$ cat src/rtl/amp_seq_pkg.sv
package amp_seq_pkg;

    typedef enum logic [2:0] {
        FLD_SCTH   = 3'd0,
        FLD_STBY   = 3'd1,
        FLD_PRECHG = 3'd2,
        FLD_MODE   = 3'd3,
        FLD_APPCFG = 3'd4
    } fld_e;

    localparam logic [1:0] MODE_TRI    = 2'b00;
    localparam logic [1:0] MODE_MUTE   = 2'b01;
    localparam logic [1:0] MODE_PRECHG = 2'b10;
    localparam logic [1:0] MODE_PLAY   = 2'b11;

    typedef enum logic [2:0] {
        PUB_OFF      = 3'd0,
        PUB_STARTING = 3'd1,
        PUB_PLAY     = 3'd2,
        PUB_TRISTATE = 3'd3,
        PUB_STOPPING = 3'd4
    } pub_e;

    typedef enum logic [4:0] {
        S_OFF, S_SCTH_HI, S_STBY_CLR, S_PRE_SET, S_MODE_PC, S_APPCFG,
        S_WAIT_PRE, S_PRE_CLR, S_WAIT_BIAS, S_MODE_MUTE_UP, S_WAIT_MUTE_UP,
        S_MODE_PLAY, S_SCTH_NORM, S_PLAY, S_MODE_MUTE_DN, S_WAIT_MUTE_DN,
        S_MODE_TRI, S_TRISTATE, S_STBY_SET
    } seq_e;

    typedef enum logic [1:0] {
        CMD_NONE, CMD_START, CMD_TRI, CMD_DOWN
    } cmd_e;

    typedef struct packed {
        seq_e st;
        logic en;
        logic mute_up;
        logic going_down;
        logic reject;
    } regs_t;

endpackage

$ cat src/rtl/amp_seq_timer.sv
module amp_seq_timer #(
    parameter int W = 8
) (
    input  logic         clk,
    input  logic         rst_n,
    input  logic         clear,
    input  logic         tick,
    output logic [W-1:0] count
);
    logic [W-1:0] cnt_d, cnt_q;

    always_comb begin
        cnt_d = cnt_q;
        if (clear) begin
            cnt_d = '0;
        end else if (tick && (cnt_q != '1)) begin
            cnt_d = cnt_q + W'(1);
        end
    end

    always_ff @(posedge clk or negedge rst_n) begin
        if (!rst_n) cnt_q <= '0;
        else        cnt_q <= cnt_d;
    end

    assign count = cnt_q;
endmodule

$ cat src/rtl/amp_seq_cmd.sv
module amp_seq_cmd
    import amp_seq_pkg::*;
(
    input  logic go_up,
    input  logic go_tri,
    input  logic go_down,
    output cmd_e sel
);
    always_comb begin
        if (go_down)     sel = CMD_DOWN;
        else if (go_tri) sel = CMD_TRI;
        else if (go_up)  sel = CMD_START;
        else             sel = CMD_NONE;
    end
endmodule

$ cat src/rtl/amp_seq_step.sv
module amp_seq_step
    import amp_seq_pkg::*;
(
    input  seq_e       st,
    output logic       req,
    output fld_e       field,
    output logic [1:0] value
);
    always_comb begin
        req   = 1'b1;
        field = FLD_SCTH;
        value = 2'b00;
        case (st)
            S_SCTH_HI:      begin field = FLD_SCTH;   value = 2'b00;       end
            S_STBY_CLR:     begin field = FLD_STBY;   value = 2'b00;       end
            S_PRE_SET:      begin field = FLD_PRECHG; value = 2'b01;       end
            S_MODE_PC:      begin field = FLD_MODE;   value = MODE_PRECHG; end
            S_APPCFG:       begin field = FLD_APPCFG; value = 2'b00;       end
            S_PRE_CLR:      begin field = FLD_PRECHG; value = 2'b00;       end
            S_MODE_MUTE_UP: begin field = FLD_MODE;   value = MODE_MUTE;   end
            S_MODE_PLAY:    begin field = FLD_MODE;   value = MODE_PLAY;   end
            S_SCTH_NORM:    begin field = FLD_SCTH;   value = 2'b01;       end
            S_MODE_MUTE_DN: begin field = FLD_MODE;   value = MODE_MUTE;   end
            S_MODE_TRI:     begin field = FLD_MODE;   value = MODE_TRI;    end
            S_STBY_SET:     begin field = FLD_STBY;   value = 2'b01;       end
            default:        req = 1'b0;
        endcase
    end
endmodule

$ cat src/rtl/amp_seq.sv
module amp_seq
    import amp_seq_pkg::*;
#(
    parameter int CAP_TENTHS_UF = 22,
    parameter int PRE_MS        = 10,
    parameter int MUTE_MS       = 50
) (
    input  logic       clk,
    input  logic       rst_n,
    input  logic       tick_ms,
    input  logic       cmd_start,
    input  logic       cmd_tri,
    input  logic       cmd_down,
    input  logic       mute_before_play,
    input  logic       source_muted,
    output logic       amp_en,
    output logic       wr_req,
    output logic [2:0] wr_field,
    input  logic       wr_ack,
    output logic [1:0] wr_value,
    output logic [2:0] state_o,
    output logic       cmd_reject
);
    // waits count one extra tick so the real time is never short
    localparam int PRE_N  = PRE_MS + 1;
    localparam int BIAS_N = CAP_TENTHS_UF * 10 + 1;
    localparam int MUTE_N = MUTE_MS + 1;
    localparam int MAX_AB = (PRE_N > BIAS_N) ? PRE_N : BIAS_N;
    localparam int MAX_N  = (MAX_AB > MUTE_N) ? MAX_AB : MUTE_N;
    localparam int TW     = $clog2(MAX_N + 1) + 1;
    localparam logic [TW-1:0] PRE_LIM  = TW'(PRE_N);
    localparam logic [TW-1:0] BIAS_LIM = TW'(BIAS_N);
    localparam logic [TW-1:0] MUTE_LIM = TW'(MUTE_N);

    regs_t r_d, r_q;
    cmd_e  sel;
    logic  step_req;
    fld_e  step_field;
    logic [1:0] step_value;
    logic  t_clr;
    logic [TW-1:0] t_cnt;
    logic  acked;

    amp_seq_cmd u_cmd (
        .go_up   (cmd_start),
        .go_tri  (cmd_tri),
        .go_down (cmd_down),
        .sel     (sel)
    );

    amp_seq_step u_step (
        .st    (r_q.st),
        .req   (step_req),
        .field (step_field),
        .value (step_value)
    );

    amp_seq_timer #(.W(TW)) u_timer (
        .clk   (clk),
        .rst_n (rst_n),
        .clear (t_clr),
        .tick  (tick_ms),
        .count (t_cnt)
    );

    assign acked = step_req && wr_ack;

    always_comb begin
        r_d        = r_q;
        r_d.reject = 1'b0;
        t_clr      = 1'b0;
        case (r_q.st)
            S_OFF: begin
                if (sel == CMD_START) begin
                    r_d.st      = S_SCTH_HI;
                    r_d.en      = 1'b1;
                    r_d.mute_up = mute_before_play;
                end else if (sel != CMD_NONE) begin
                    r_d.reject = 1'b1;
                end
            end
            S_PLAY: begin
                if (sel == CMD_DOWN || sel == CMD_TRI) begin
                    r_d.going_down = (sel == CMD_DOWN);
                    r_d.st = source_muted ? S_MODE_TRI : S_MODE_MUTE_DN;
                end else if (sel != CMD_NONE) begin
                    r_d.reject = 1'b1;
                end
            end
            S_TRISTATE: begin
                if (sel == CMD_DOWN) begin
                    r_d.st = S_STBY_SET;
                end else if (sel != CMD_NONE) begin
                    r_d.reject = 1'b1;
                end
            end
            default: begin
                if (sel != CMD_NONE) r_d.reject = 1'b1;
                case (r_q.st)
                    S_SCTH_HI:  if (acked) r_d.st = S_STBY_CLR;
                    S_STBY_CLR: if (acked) r_d.st = S_PRE_SET;
                    S_PRE_SET: begin
                        if (acked) begin
                            r_d.st = S_MODE_PC;
                            t_clr  = 1'b1;
                        end
                    end
                    S_MODE_PC:  if (acked) r_d.st = S_APPCFG;
                    S_APPCFG:   if (acked) r_d.st = S_WAIT_PRE;
                    S_WAIT_PRE: if (t_cnt >= PRE_LIM) r_d.st = S_PRE_CLR;
                    S_PRE_CLR: begin
                        if (acked) begin
                            r_d.st = S_WAIT_BIAS;
                            t_clr  = 1'b1;
                        end
                    end
                    S_WAIT_BIAS: begin
                        if (t_cnt >= BIAS_LIM)
                            r_d.st = r_q.mute_up ? S_MODE_MUTE_UP : S_MODE_PLAY;
                    end
                    S_MODE_MUTE_UP: begin
                        if (acked) begin
                            r_d.st = S_WAIT_MUTE_UP;
                            t_clr  = 1'b1;
                        end
                    end
                    S_WAIT_MUTE_UP: if (t_cnt >= MUTE_LIM) r_d.st = S_MODE_PLAY;
                    S_MODE_PLAY:    if (acked) r_d.st = S_SCTH_NORM;
                    S_SCTH_NORM:    if (acked) r_d.st = S_PLAY;
                    S_MODE_MUTE_DN: begin
                        if (acked) begin
                            r_d.st = S_WAIT_MUTE_DN;
                            t_clr  = 1'b1;
                        end
                    end
                    S_WAIT_MUTE_DN: if (t_cnt >= MUTE_LIM) r_d.st = S_MODE_TRI;
                    S_MODE_TRI: begin
                        if (acked) r_d.st = r_q.going_down ? S_STBY_SET : S_TRISTATE;
                    end
                    S_STBY_SET: begin
                        if (acked) begin
                            r_d.st = S_OFF;
                            r_d.en = 1'b0;
                        end
                    end
                    default: r_d.st = S_OFF;
                endcase
            end
        endcase
    end

    always_ff @(posedge clk or negedge rst_n) begin
        if (!rst_n) begin
            r_q <= '{st: S_OFF, en: 1'b0, mute_up: 1'b0, going_down: 1'b0, reject: 1'b0};
        end else begin
            r_q <= r_d;
        end
    end

    always_comb begin
        case (r_q.st)
            S_OFF:      state_o = PUB_OFF;
            S_PLAY:     state_o = PUB_PLAY;
            S_TRISTATE: state_o = PUB_TRISTATE;
            S_MODE_MUTE_DN, S_WAIT_MUTE_DN, S_MODE_TRI, S_STBY_SET:
                        state_o = PUB_STOPPING;
            default:    state_o = PUB_STARTING;
        endcase
    end

    assign amp_en     = r_q.en;
    assign wr_req     = step_req;
    assign wr_field   = step_field;
    assign wr_value   = step_value;
    assign cmd_reject = r_q.reject;
endmodule

$ cat config.mk
export PLATFORM = sky130hd
export DESIGN_NAME = amp_seq
export DESIGN_NICKNAME = d
export VERILOG_FILES = /design/src/rtl/amp_seq_pkg.sv /design/src/rtl/amp_seq_timer.sv /design/src/rtl/amp_seq_cmd.sv /design/src/rtl/amp_seq_step.sv /design/src/rtl/amp_seq.sv
export SDC_FILE = /design/constraint.sdc
export NUM_CORES = 1
export LEC_CHECK = 0
export BUFFER_PORTS_ARGS = -buffer_cell sky130_fd_sc_hd__buf_2
export CAP_MARGIN = 0
export CORE_UTILIZATION = 55
export DETAILED_ROUTE_END_ITERATION = 10
export PLACE_DENSITY_LB_ADDON = 0.1
export SLEW_MARGIN = 30
export SYNTH_ARGS = -nofsm -noshare
export SYNTH_HDL_FRONTEND = slang
export SYNTH_SLANG_ARGS = --single-unit
$ cat constraint.sdc
create_clock -name clk -period 5.34 [get_ports clk]
set_input_delay 1.068 -clock clk [delete_from_list [all_inputs] [get_ports clk]]
set_output_delay 1.068 -clock clk [all_outputs]
set_load 0.01 [all_outputs]
; Yosys cells after proc, flatten, opt, wreduce, memory -nomap -nowiden
; Cells that the tools add are included.
[totals]
output_inout_bits = 11
wordCells = 116
in_bits = 9
regBits = 18
[classes]
reduce_logical = 21
mux = 43
n_eq_ne = 41
addsub = 1
bitwise_logic = 1
order_cmp = 3
[op_table]
columns = op, n
row1 = 5-bit 2-to-1 mux, 18
row2 = 5-bit one-hot mux with 16 select lines, 1
row3 = 5-bit != test (second input constant), 15
row4 = 5-bit by 4-bit == test with 1-bit output (second input constant), 8
row5 = 3-bit one-hot mux with 4 select lines, 2
row6 = 5-bit by 3-bit == test with 1-bit output (second input constant), 4
row7 = 19-bit AND reduction, 1
row8 = 9-bit 2-to-1 mux, 2
row9 = 5-bit == test (second input constant), 3
row10 = 5-bit one-hot mux with 3 select lines, 1
row11 = 12-bit OR reduction, 1
row12 = 5-bit by 2-bit == test with 1-bit output (second input constant), 2
row13 = 1-bit 2-to-1 mux, 10
row14 = 5-bit OR reduction, 2
row15 = 9-bit by 1-bit adder with 9-bit output (second input constant), 1
row16 = 9-bit by 4-bit >= comparator with 1-bit output (second input constant), 1
row17 = 9-bit by 6-bit >= comparator with 1-bit output (second input constant), 1
row18 = 9-bit by 8-bit >= comparator with 1-bit output (second input constant), 1
row19 = 9-bit != test (second input constant), 1
row20 = 2-bit 2-to-1 mux, 4
row21 = 2-bit nonzero test, 4
row22 = 4-bit OR reduction, 2
row23 = 7-bit 2-to-1 mux, 1
row24 = 6-bit 2-to-1 mux, 1
row25 = 16 further kinds, 23

; Depth between registers and ports, before layout
[logic_depth]
depth_word = 8
mapped_depth = 11
ltp_nobuf = 10

; Hierarchy
; A second synthesis with hierarchy kept.
[hier_totals]
cells_unflattened = 193
hier_area_um2 = 1604.0
[by_module_without_submodules]
columns = module, area_each_um2, n_inst, seq_area_each_um2, cells_each
row1 = amp_seq, 952.2, 1, 225.2, 115
row2 = amp_seq_timer, 454.2, 1, 225.2, 45
row3 = amp_seq_step, 180.2, 1, 0.0, 30
row4 = amp_seq_cmd, 17.5, 1, 0.0, 3

; Worst setup path after synthesis
; OpenSTA, ideal clock, no wires.
[synth_path]
path_kind = in2reg
start = in cmd_tri
end = reg r_q[4] in the netlist's numbering
setup_slack_ns = 2.626
required_ns = 5.215
arrival_ns = 2.589
path_buffers = 0
path_stages = 7
cell_sequence = nor2_1 > ha_1 > inv_1 > a22oi_1 > o211ai_1 > or3_4 > mux2_4
[synth_via]
elab_chain_len = 6
word_cells_on_any_way = 10
[synth_lines]
columns = item, line
row1 = "start, declared", amp_seq.sv:12  ; input logic cmd_tri,
row2 = 2-bit 2-to-1 mux (*), amp_seq_cmd.sv:11  ; else if (go_tri) sel = CMD_TRI;
row3 = 2-bit 2-to-1 mux (*), amp_seq_cmd.sv:10  ; if (go_down) sel = CMD_DOWN;
row4 = 2-bit == test (on tied branches), "amp_seq.sv:83, amp_seq.sv:91"
row5 = 1-bit logical OR, amp_seq.sv:83  ; if (sel == CMD_DOWN || sel == CMD_TRI) begin
row6 = 2-bit != test (no line), n/a
row7 = 19-bit AND reduction (no line) (*), n/a
row8 = "end signal, assigned", amp_seq.sv:154  ; r_q <= '{st: S_OFF, en: 1'b0, mute_up: 1'b0, going_down: 1'b0, reject: 1'b0};
row9 = "end signal, assigned", amp_seq.sv:156  ; r_q <= r_d;
row10 = "end, declared", amp_seq.sv:35  ; regs_t r_d, r_q;
; Every way passes the cells marked *; elsewhere a longest branch is shown, timed or not.
; A chain may end at the register's enable or synchronous reset.

; Final worst setup path
[layout_path]
start = reg r_q[6] in the netlist's numbering
end = out wr_field[0]
[layout_via]
elab_chain_len = 3
word_cells_on_any_way = 14
[layout_lines]
columns = item, line
row1 = "5-bit == test, or another cell as far along", amp_seq_step.sv:13  ; case (st)
row2 = 5-bit OR reduction (no line) or 2-bit OR reduction (tied branches), n/a
row3 = 3-bit one-hot mux with 4 select lines (*), amp_seq_step.sv:13
row4 = "end, declared", amp_seq.sv:18  ; output logic [2:0] wr_field,
; Marked as above.

==> flow_summary.yaml <==
floorplanning:
  start_util_pct: 59.84
  io_pins: 20
  die_w_um: 54.86
  die_area_um2: 3009
  core_um2: 2567
  rows: 18
  die_height_um: 54.86
yosys:
  syn_nets: 205
  synth_cells: 189
  ys_top_cells_by_count: "26 x nor2_1, 20 x nand2_1, 18 x dfrtp_1"
  yosys.area.top_type_share_pct: 29.32
  yosysWarnings: 0
  async_flop_share_pct: 100.0
  synth.most_common_cell: "nor2_1"
  yosys.area.top_type: "dfrtp_1"
  syn_area_um2: 1536
  ys_types: 53
  synth.area.top_cells: "dfrtp_1 29%, nor2_1 6.4%, ha_1 5.7%"
  syn_area_per_cell_um2: 8.129
  synth_flop_cell: "dfrtp_1"
  ys_seq_area_share_pct: 29.32
  synth_seq_cells: 18
  synth_edf_count: 0
drt:
  totalWireLength_um: 3429
  dr.pass1.iters: 4
  vias_per_cell: 6.088
  detail_route.wl_per_cell_um: 15.11
  wl_met3_um: 147
  top_layer_used: "met4"
  vias: 1382
  route.detailed.drc: 0
  met2_length_um: 1626
  ant_nets: 0
  drtIter0Drc: 25
  drt-met1-wl_um: 1635
worst_hold_path:
  hp-class: "flip-flop to flip-flop"
cts:
  cts_buffer_depth: 2
  insertion_delay_ns: 0.30
  post_cts_buffers: 0
  htree_levels: 1
  cts_resized: 0
  cts.root.buffer_cell: "clkbuf_4"
  clk_pin_slew_worst_paths_ns: 0.10
  cts_tree: "done"
  cts_hold_buf: 0
  cts_buffers: 3
  cts_sinks: 18
pwr:
  leakage_nw: 0.7331
  total_power_uw: 991.1
  ir_drop_v: 0.0003367
  p_per_area_nw_per_um2: 609.3
critical_path:
  worstPathArrival_ns: 2.12
  cp.required_ns: 4.27
  crit_type: "flip-flop to primary output"
  crit_path_end_kind: "primary output"
  worst_setup_path_start_kind: "flip-flop"
  worstPathMaxFanout: 22
timing:
  maxSlewHeadroom_pct: 49.02
  period_share_pct: 59.67
  skew_ns: 0.01131
  tightest_slew_ns: 0.7647
  finalCriticalPeriod_ns: 3.187
  slew_violations: 0
  hold_viol: 0
  rsz0062_at_grt: "false"
  fin_tns_setup_ns: 0
  max_freq_ghz: 0.3138
  setup_violations: 0
finish:
  drive_gt1_share_pct: 17.26
  final_util_pct: 63.35
  final_area_um2: 1627
  nets: 214
  synthToLayoutAreaGrowth_pct: 5.863
  diodes: 0
status:
  status: "completed"
global_route:
  grt_pass1_vias: 1280
  gr-total-overflow: 0
  grt_max_degree: 27
  antenna_found_initial: 0
  grt_util_all_layers_pct: 26.36
  grt_pass1_wl_um: 5651
placement:
  placed_cell_area_um2: 1590
  dp_hpwl_um: 2545
  port_buffers: 19
  routabilityCongestion: 0.8683
flow_run:
  drv_cap: 0
[stage by stage]
step | hold slack, ns | setup WS, ns | instances
after floorplan | 0.4800 | 2.626 | 189
after CTS | 0.5146 | 2.175 | 227
after detailed placement | 0.4833 | 2.308 | 223
after global placement | 0.4674 | 2.435 | 223
after global routing | 0.5311 | 2.010 | 227
final | 0.5081 | 2.153 | 227
[registers in the layout (all words and copies together), names as in the netlist]
signal / count
u_timer.count: 9
r_q: 7
amp_en: 1
cmd_reject: 1
[cells in the final DEF (no fill, tap or decap), drive strengths merged, types with 3 or more instances in the layout]
cell    instances
mux2            4
o21ai           6
nor3            4
clkbuf          4
ha              7
nor2           27
a21oi           5
a31oi           4
inv             7
xnor2           3
nor4            5
a21o            4
buf            19
nand2          20
xor2            5
nand3           6
nand4           4
dfrtp          18
nor2b           7
nand2b          4
[path summary, 6_finish.rpt]
check	start	to	slack, ns	cells past startpoint
worst min-delay path	amp_en	amp_en	0.51	2
worst max register to register	r_q[4]	r_q[5]	2.81	6
worst max-delay path	r_q[6]	wr_field[0]	2.15	6
max in group asynchronous	rst_n	r_q[6]	4.38	1
worst min register to register	amp_en	amp_en	0.51	2
min in group asynchronous	rst_n	u_timer.count[6]	0.67	1
[cell type report]
type | instances | area [µm²]
clock buffers | 4 | 36.28
fillers | 253 | 940.9
inverters | 7 | 26.28
multi-input cells | 149 | 980.9
flip-flops and latches | 18 | 450.4
well taps | 30 | 37.54
repair buffers | 19 | 95.09
[layer usage]
metal  vias up  GRT usage (%)
li1        686              -
met1       663          35.40
met2        31          42.57
met3         2          6.111
met4         0          5.983
met5         -              0
[cell families after synthesis]
kind of cell               count (synthesis)  share of synthesized area (%)
and+or+nand+nor                           88                          30.70
AOI/OAI and AO/OA                         40                          18.16
buffers and inverters                     22                          6.840
DFF                                       18                          29.32
xor gates and xnor gates                   8                          4.560
adders and majority gates                  7                          5.700
muxes                                      6                          4.723
[where the power goes]
| part | internal [mW] | switching, mW |
|---|---|---|
| logic | 0.290 | 0.281 |
| registers | 0.186 | 0.149 |
| clock network | 0.0416 | 0.0432 |
| total | 0.518 | 0.473 |
[worst max-delay path, cell delays in order (launching register included)]
cell,delay (ns)
dfrtp_1,0.83
inv_1,0.17
nor2_1,0.26
o21ai_0,0.13
o21a_1,0.14
o22ai_1,0.14
buf_2,0.16
Power figures use the tool's default switching activity.
